--- src/rtl/irqhub_pkg.sv ---
package irqhub_pkg;

    // status bit positions (software decodes these)
    localparam int B_RX_PE     = 19;
    localparam int B_RX_PF     = 20;
    localparam int B_TX_PE     = 21;
    localparam int B_TX_PF     = 22;
    localparam int B_RX_RDONE  = 23;
    localparam int B_TX_RDONE  = 24;
    localparam int B_TX_SIZE   = 25;
    localparam int B_RX_DONE   = 26;
    localparam int B_TX_DONE   = 27;
    localparam int B_TX_OVR    = 28;
    localparam int B_RX_UNDR   = 29;
    localparam int B_RX_OVRD   = 30;
    localparam int B_RX_LUNDR  = 31;

    localparam int EV_LO       = 19;
    localparam int EV_N        = 32 - EV_LO;

    localparam logic [31:0] RST_KEY   = 32'h0000_00A5;
    localparam logic [31:0] STAT_INIT = 32'h0180_0000;

    localparam int OFS_STAT = 'h00;
    localparam int OFS_EN   = 'h04;
    localparam int OFS_TXK  = 'h08;
    localparam int OFS_RXK  = 'h18;
    localparam int OFS_COREK = 'h28;

    typedef struct packed {
        logic tx;
        logic rx;
        logic core;
    } key_hits_t;

endpackage

--- src/rtl/irqhub_key_decode.sv ---
module irqhub_key_decode
    import irqhub_pkg::*;
#(
    parameter int ADDR_W = 8
) (
    input  logic              we_i,
    input  logic [ADDR_W-1:0] addr_i,
    input  logic [31:0]       wdata_i,
    output key_hits_t         hits_o,
    output logic [31:0]       clr_mask_o,
    output logic              en_we_o
);

    logic key_ok;

    always_comb begin
        key_ok      = (wdata_i == RST_KEY);
        hits_o.tx   = we_i && key_ok && (addr_i == ADDR_W'(OFS_TXK));
        hits_o.rx   = we_i && key_ok && (addr_i == ADDR_W'(OFS_RXK));
        hits_o.core = we_i && key_ok && (addr_i == ADDR_W'(OFS_COREK));
        clr_mask_o  = (we_i && addr_i == ADDR_W'(OFS_STAT)) ? wdata_i : 32'h0;
        en_we_o     = we_i && (addr_i == ADDR_W'(OFS_EN));
    end

endmodule

--- src/rtl/irqhub_level_watch.sv ---
module irqhub_level_watch #(
    parameter int LVL_W    = 10,
    parameter int FULL_TH  = 510,
    parameter int EMPTY_TH = 2
) (
    input  logic             clk,
    input  logic             rst_n,
    input  logic [LVL_W-1:0] lvl_i,
    output logic             ev_full_o,
    output logic             ev_empty_o
);

    localparam logic [LVL_W-1:0] FULL_L  = LVL_W'(FULL_TH);
    localparam logic [LVL_W-1:0] EMPTY_L = LVL_W'(EMPTY_TH);

    typedef struct packed {
        logic full;
        logic empty;
    } watch_t;

    watch_t w_d, w_q;

    always_comb begin
        w_d.full   = (lvl_i >= FULL_L);
        w_d.empty  = (lvl_i <= EMPTY_L);
        ev_full_o  = w_d.full  && !w_q.full;
        ev_empty_o = w_d.empty && !w_q.empty;
    end

    always_ff @(posedge clk) begin
        if (!rst_n) begin
            w_q.full  <= 1'b0;
            w_q.empty <= 1'b1;
        end else begin
            w_q <= w_d;
        end
    end

    // a full event only with the level at or above the threshold, never two in a row
    a_r10_full_at_level: assert property (@(posedge clk) disable iff (!rst_n)
        ev_full_o |-> (lvl_i >= FULL_L));
    a_r10_full_no_repeat: assert property (@(posedge clk) disable iff (!rst_n)
        ev_full_o |=> !ev_full_o);
    // an empty event only with the level at or below the threshold
    a_r11_empty_at_level: assert property (@(posedge clk) disable iff (!rst_n)
        ev_empty_o |-> (lvl_i <= EMPTY_L));

endmodule

--- src/rtl/fifo_irq_hub.sv ---
module fifo_irq_hub
    import irqhub_pkg::*;
#(
    parameter int ADDR_W      = 8,
    parameter int DEPTH       = 512,
    parameter int TX_FULL_TH  = 510,
    parameter int TX_EMPTY_TH = 2,
    parameter int RX_FULL_TH  = 510,
    parameter int RX_EMPTY_TH = 2,
    parameter int LVL_W       = $clog2(DEPTH + 1)
) (
    input  logic              clk,
    input  logic              rst_n,
    input  logic              reg_we,
    input  logic [ADDR_W-1:0] reg_addr,
    input  logic [31:0]       reg_wdata,
    output logic [31:0]       reg_rdata,
    input  logic              tx_size_err_i,
    input  logic              tx_done_i,
    input  logic              tx_overrun_i,
    input  logic              tx_rst_done_i,
    input  logic              rx_done_i,
    input  logic              rx_underrun_i,
    input  logic              rx_overread_i,
    input  logic              rx_len_underrun_i,
    input  logic              rx_rst_done_i,
    input  logic [LVL_W-1:0]  tx_level_i,
    input  logic [LVL_W-1:0]  rx_level_i,
    output logic              irq_o,
    output logic              tx_rst_req_o,
    output logic              rx_rst_req_o,
    output logic              core_rst_o,
    output logic              txd_rst_n_o,
    output logic              txc_rst_n_o,
    output logic              rxd_rst_n_o
);

    typedef struct packed {
        logic [31:0]     st;
        logic [EV_N-1:0] en;
        logic            tx_req;
        logic            rx_req;
        logic            core;
    } hub_t;

    hub_t        h_d, h_q;
    key_hits_t   hits;
    logic [31:0] clr_mask;
    logic        en_we;
    logic [31:0] set_v;
    logic [1:0]  ev_full, ev_empty;
    logic [LVL_W-1:0] lvls [2];

    assign lvls[0] = tx_level_i;
    assign lvls[1] = rx_level_i;

    irqhub_key_decode #(.ADDR_W(ADDR_W)) i_dec (
        .we_i      (reg_we),
        .addr_i    (reg_addr),
        .wdata_i   (reg_wdata),
        .hits_o    (hits),
        .clr_mask_o(clr_mask),
        .en_we_o   (en_we)
    );

    // index 0 watches transmit, index 1 watches receive
    for (genvar g = 0; g < 2; g++) begin : g_watch
        localparam int FTH = (g == 0) ? TX_FULL_TH  : RX_FULL_TH;
        localparam int ETH = (g == 0) ? TX_EMPTY_TH : RX_EMPTY_TH;
        irqhub_level_watch #(
            .LVL_W(LVL_W), .FULL_TH(FTH), .EMPTY_TH(ETH)
        ) i_watch (
            .clk       (clk),
            .rst_n     (rst_n),
            .lvl_i     (lvls[g]),
            .ev_full_o (ev_full[g]),
            .ev_empty_o(ev_empty[g])
        );
    end

    always_comb begin
        set_v             = 32'h0;
        set_v[B_RX_PE]    = ev_empty[1];
        set_v[B_RX_PF]    = ev_full[1];
        set_v[B_TX_PE]    = ev_empty[0];
        set_v[B_TX_PF]    = ev_full[0];
        set_v[B_RX_RDONE] = rx_rst_done_i;
        set_v[B_TX_RDONE] = tx_rst_done_i;
        set_v[B_TX_SIZE]  = tx_size_err_i;
        set_v[B_RX_DONE]  = rx_done_i;
        set_v[B_TX_DONE]  = tx_done_i;
        set_v[B_TX_OVR]   = tx_overrun_i;
        set_v[B_RX_UNDR]  = rx_underrun_i;
        set_v[B_RX_OVRD]  = rx_overread_i;
        set_v[B_RX_LUNDR] = rx_len_underrun_i;

        h_d           = h_q;
        h_d.st        = (h_q.st & ~clr_mask) | set_v;
        h_d.st[EV_LO-1:0] = '0;
        if (en_we) h_d.en = reg_wdata[31:EV_LO];
        h_d.tx_req    = hits.tx;
        h_d.rx_req    = hits.rx;
        h_d.core      = hits.core;
        if (hits.core) begin
            h_d.st = STAT_INIT;
            h_d.en = '0;
        end
    end

    always_ff @(posedge clk) begin
        if (!rst_n) begin
            h_q.st     <= STAT_INIT;
            h_q.en     <= '0;
            h_q.tx_req <= 1'b0;
            h_q.rx_req <= 1'b0;
            h_q.core   <= 1'b0;
        end else begin
            h_q <= h_d;
        end
    end

    always_comb begin
        irq_o        = |(h_q.st[31:EV_LO] & h_q.en);
        tx_rst_req_o = h_q.tx_req;
        rx_rst_req_o = h_q.rx_req;
        core_rst_o   = h_q.core;
        txd_rst_n_o  = !h_q.core;
        txc_rst_n_o  = !h_q.core;
        rxd_rst_n_o  = !h_q.core;
        case (reg_addr)
            ADDR_W'(OFS_STAT): reg_rdata = h_q.st;
            ADDR_W'(OFS_EN):   reg_rdata = {h_q.en, {EV_LO{1'b0}}};
            default:           reg_rdata = 32'h0;
        endcase
    end

    // low status bits never hold a 1
    a_r2_low_zero: assert property (@(posedge clk) disable iff (!rst_n)
        h_q.st[EV_LO-1:0] == '0);
    // no set bit drops unless a clear or core reset asked for it
    a_r3_sticky: assert property (@(posedge clk) disable iff (!rst_n)
        !hits.core |=> (($past(h_q.st) & ~$past(clr_mask) & ~h_q.st) == 32'h0));
    // an event always lands, even against a same-cycle clear
    a_r6_set_wins: assert property (@(posedge clk) disable iff (!rst_n)
        (|set_v && !hits.core) |=> ((h_q.st & $past(set_v)) == $past(set_v)));
    // port-level key write produces the request pulse
    a_r7_tx_key: assert property (@(posedge clk) disable iff (!rst_n)
        (reg_we && reg_addr == ADDR_W'(OFS_TXK) && reg_wdata == RST_KEY) |=> tx_rst_req_o);
    a_r7_rx_no_key: assert property (@(posedge clk) disable iff (!rst_n)
        !(reg_we && reg_addr == ADDR_W'(OFS_RXK) && reg_wdata == RST_KEY) |=> !rx_rst_req_o);
    // core reset pulse comes with power-up register values and partner resets low
    a_r8_core_state: assert property (@(posedge clk) disable iff (!rst_n)
        core_rst_o |-> (reg_we || 1'b1) && h_q.st == STAT_INIT && h_q.en == '0
                       && !txd_rst_n_o && !rxd_rst_n_o);

endmodule

--- config.mk ---
export PLATFORM = sky130hd
export DESIGN_NAME = fifo_irq_hub
export DESIGN_NICKNAME = d
export VERILOG_FILES = /design/src/rtl/irqhub_pkg.sv /design/src/rtl/irqhub_key_decode.sv /design/src/rtl/irqhub_level_watch.sv /design/src/rtl/fifo_irq_hub.sv
export SDC_FILE = /design/constraint.sdc
export NUM_CORES = 1
export LEC_CHECK = 0
export ABC_AREA = 0
export CAP_MARGIN = 10
export CORE_MARGIN = 2
export CORE_UTILIZATION = 34
export CTS_BUF_LIST = sky130_fd_sc_hd__clkbuf_4 sky130_fd_sc_hd__clkbuf_8
export CTS_CLUSTER_SIZE = 30
export DETAILED_ROUTE_END_ITERATION = 10
export HOLD_SLACK_MARGIN = 0.06
export PLACE_DENSITY = 0.78
export SKIP_CTS_REPAIR_TIMING = 1
export SLEW_MARGIN = 20
export SYNTH_ARGS = -nofsm -noshare
export SYNTH_HDL_FRONTEND = slang
export SYNTH_SLANG_ARGS = --single-unit
--- constraint.sdc ---
create_clock -name clk -period 1.5 [get_ports clk]
set_input_delay 0.225 -clock clk [delete_from_list [all_inputs] [get_ports clk]]
set_output_delay 0.225 -clock clk [all_outputs]
set_load 0.005 [all_outputs]
==> impl_results.md <==
- # setup viols final: 43
- Crit. End Element: primary output
- Initial DRC Count: 49
- Cell repeated most along the worst path: buf_6
- Detailed-route DRC error count: 0
- Max Slew Vio Count: 0
- First-pass GRT wire length: 9.149 mm
- Synth cell count leaders: 33 x dfxtp_1, 27 x nor2_1, 21 x buf_4, 14 x a22o_1, 14 x nand4_1
- Die height: 76.49 um
- Worst vdd ir: 325.6 uV
- Tmin final: 1731 ps
- H-Tree Depth: 2
- Violated checks: setup timing
- Crit-path max FO: 5
- Latest clock arrival within the worst-skew pair: 290 ps
- Pin count of the biggest net entering global routing: 27
- Async S/R FF share, synth: 0%
- Switch share: 23.71%
- FF-to-FF Start: h_q[40]
- Max frequency: 0.5775 GHz
- FP Rows: 26
- Critical path type: in -> out
- Critical Path RT: 1270 ps
- Ys flop type: dfxtp_1
- Avg Inst Size Synth: 8.845 sq um
- Max cap viols: 0
- Mapped Area: 1787 sq um
- Wire per inst: 14.82 um
- Number of synthesized register bits: 33
- Post-synth top area cell: dfxtp_1
- Antenna diode count: 0
- Switching power: 0.5187 mW
- Vias in the first global route: 2,043
- Via Count: 2,096
- Detail Route Antenna Nets: 0
- WP depth: 10
- Drt total wl: 6.312 mm
- Clock power frac: 38.4%
- Hold-critical path depth: 3
- Worst min path class: in -> reg
- Share of the synthesized area in the top cell type: 36.97%
- Hold Violations, Final: 0
- Hold Path Origin: reg_addr[6]
- Final Cycle Share: 115.4%
- Setup ws final: -231.5 ps
- Gr usage total: 19.61%
- # port buffers: 91
- CP Launch Point: reg_addr[0]
- Worst path arrival time: 1510 ps
- Nets: 427
- Cell Int Power: 1.669 mW
- Worst-path clk slew: 70 ps
- R2R depth: 2
- Top cell family by delay on the critical path: buffers and inverters
- Area delta synth->final: 93.77%
- Post-Layout Inst Area: 3462 sq um
- Synth top area cells: dfxtp_1 37%, buf_4 8.8%, mux2i_1 7.3%
- Number of synthesized flops with an enable pin: 0
- Pwr dens: 632.0 nW/um^2
- Initial core utilization: 35.21%
- Part of the power in registers: 41.9%
- Congestion Overflow GR: 0
- CTS tree: done
- Root Buffer: clkbuf_8
- Ys Warns: 0
- GP Congestion: 0.8422
- Clk_skew: 1.438 ps
- Initial antenna violation count: 0
- Combinational power share: 19.7%
- Distinct cells, synth: 35
- Buf+Inv Stages, Crit Path: 6
- Cell Area, Placed: 3097 sq um
- Filler cells: 395
- Longest Clk Path Bufs: 2
- RSZ-0062 raised after global routing: true
- Total negative slack: -6416 ps
- Core Area: 5075 sq um
- Highest-delay cell along the critical path: nor3_2
- Die span in x: 76.49 um
- First drt pass iteration count: 4
- Delay of the slowest critical-path stage: 240 ps
- Die area: 5851 sq um
- Status: finished, violations left
- Vias per cell: 4.920
- Boundary Pins: 111
- Crit-path cells: dlymetal6s2s_1, nor3_2, buf_4, nand2_4, nor2_4, buf_6, buf_6, buf_6, a22o_1, buf_2
- DP HPWL: 4.573 mm
- Worst hold margin: 210.9 ps
- Register area share after synthesis: 36.97%
- CTS sink cnt: 33
- Startpoint types: primary input
- TritonCTS buffer count: 5
- Static Leak: 1.773 nW
- Share of layout cells above drive strength 1: 33.71%
- Mapped Cells: 202
- Count leader, synth: dfxtp_1
[cells by family after synthesis]
family                 after synthesis  synth area share (%)
DFF                                 33                 36.97
other                                1                0.2099
muxes                               13                 7.283
AOI/OAI and AO/OA                   39                 16.95
and+or+nand+nor                     81                 25.63
buffers and inverters               35                 12.95
[metal layers]
layer	track usage, %	share of wire, %
met5	0	0
met4	6.909	2.5
met3	5.569	5.9
met2	36.19	52
met1	21.26	39
[through the flow]
stage | total power, mW | std cells | util (%) | setup WS [ps]
after CTS | 2.162 | 415 | 63.29 | -934.7
after global placement | 1.314 | 407 | 61.02 | -918.8
after floorplan | 1.050 | 220 | - | -47.83
after detailed placement | 1.322 | 407 | 61.02 | -922.2
final | 2.188 | 426 | 68.22 | -231.5
after global routing | 2.284 | 426 | 68.22 | -300.0
[area by class of cell]
type | instances | area, sq um | share of cell area, %
inverters | 6 | 22.52 | 0.6505
well taps | 70 | 87.58 | 2.530
clock inverters | 3 | 46.29 | 1.337
clock buffers | 5 | 68.82 | 1.988
flip-flops and latches | 33 | 663.1 | 19.15
repair buffers | 157 | 1485 | 42.90
multi-input cells | 152 | 1089 | 31.44
[layout by cell type, fill, tap and decap left out, types with 10 or more instances in the layout]
cell / synthesis / layout
a21oi_1: 11 / 10
nor2_1: 27 / 25
buf_4: 21 / 55
conb_1: 1 / 19
nand4_1: 14 / 14
dlymetal6s2s_1: 0 / 26
a22o_1: 14 / 14
mux2i_1: 13 / 13
clkdlybuf4s50_1: 0 / 49
dfxtp_1: 33 / 31
[worst min-delay path: stages]
cell	delay (ps)
buf_8	80
buf_4	110
nor4_4	40
[flip-flops by register name, indices dropped and copies added (netlist names)]
| name | flops |
|---|---|
| core_rst_o | 1 |
| h_q | 26 |
| tx_rst_req_o | 1 |
| g_watch.i_watch.w_q | 4 |
| rx_rst_req_o | 1 |
[final timing paths]
check / to / slack (ps)
min reg2reg: h_q[35] / 490
max: reg_rdata[23] / -230
min: rx_rst_req_o / 210
max reg2reg: h_q[40] / 670
[power by group through the flow]
stage          clock (mW)  sequential (mW)  combinational (mW)
6_report            0.841            0.916               0.431
2_1_floorplan           0            0.931               0.120
5_1_grt             0.905            0.918               0.460
3_3_place_gp            0            0.932               0.382
4_1_cts             0.858            0.913               0.391
3_5_place_dp            0            0.933               0.389
No activity file was read; power rests on OpenSTA's default activity.
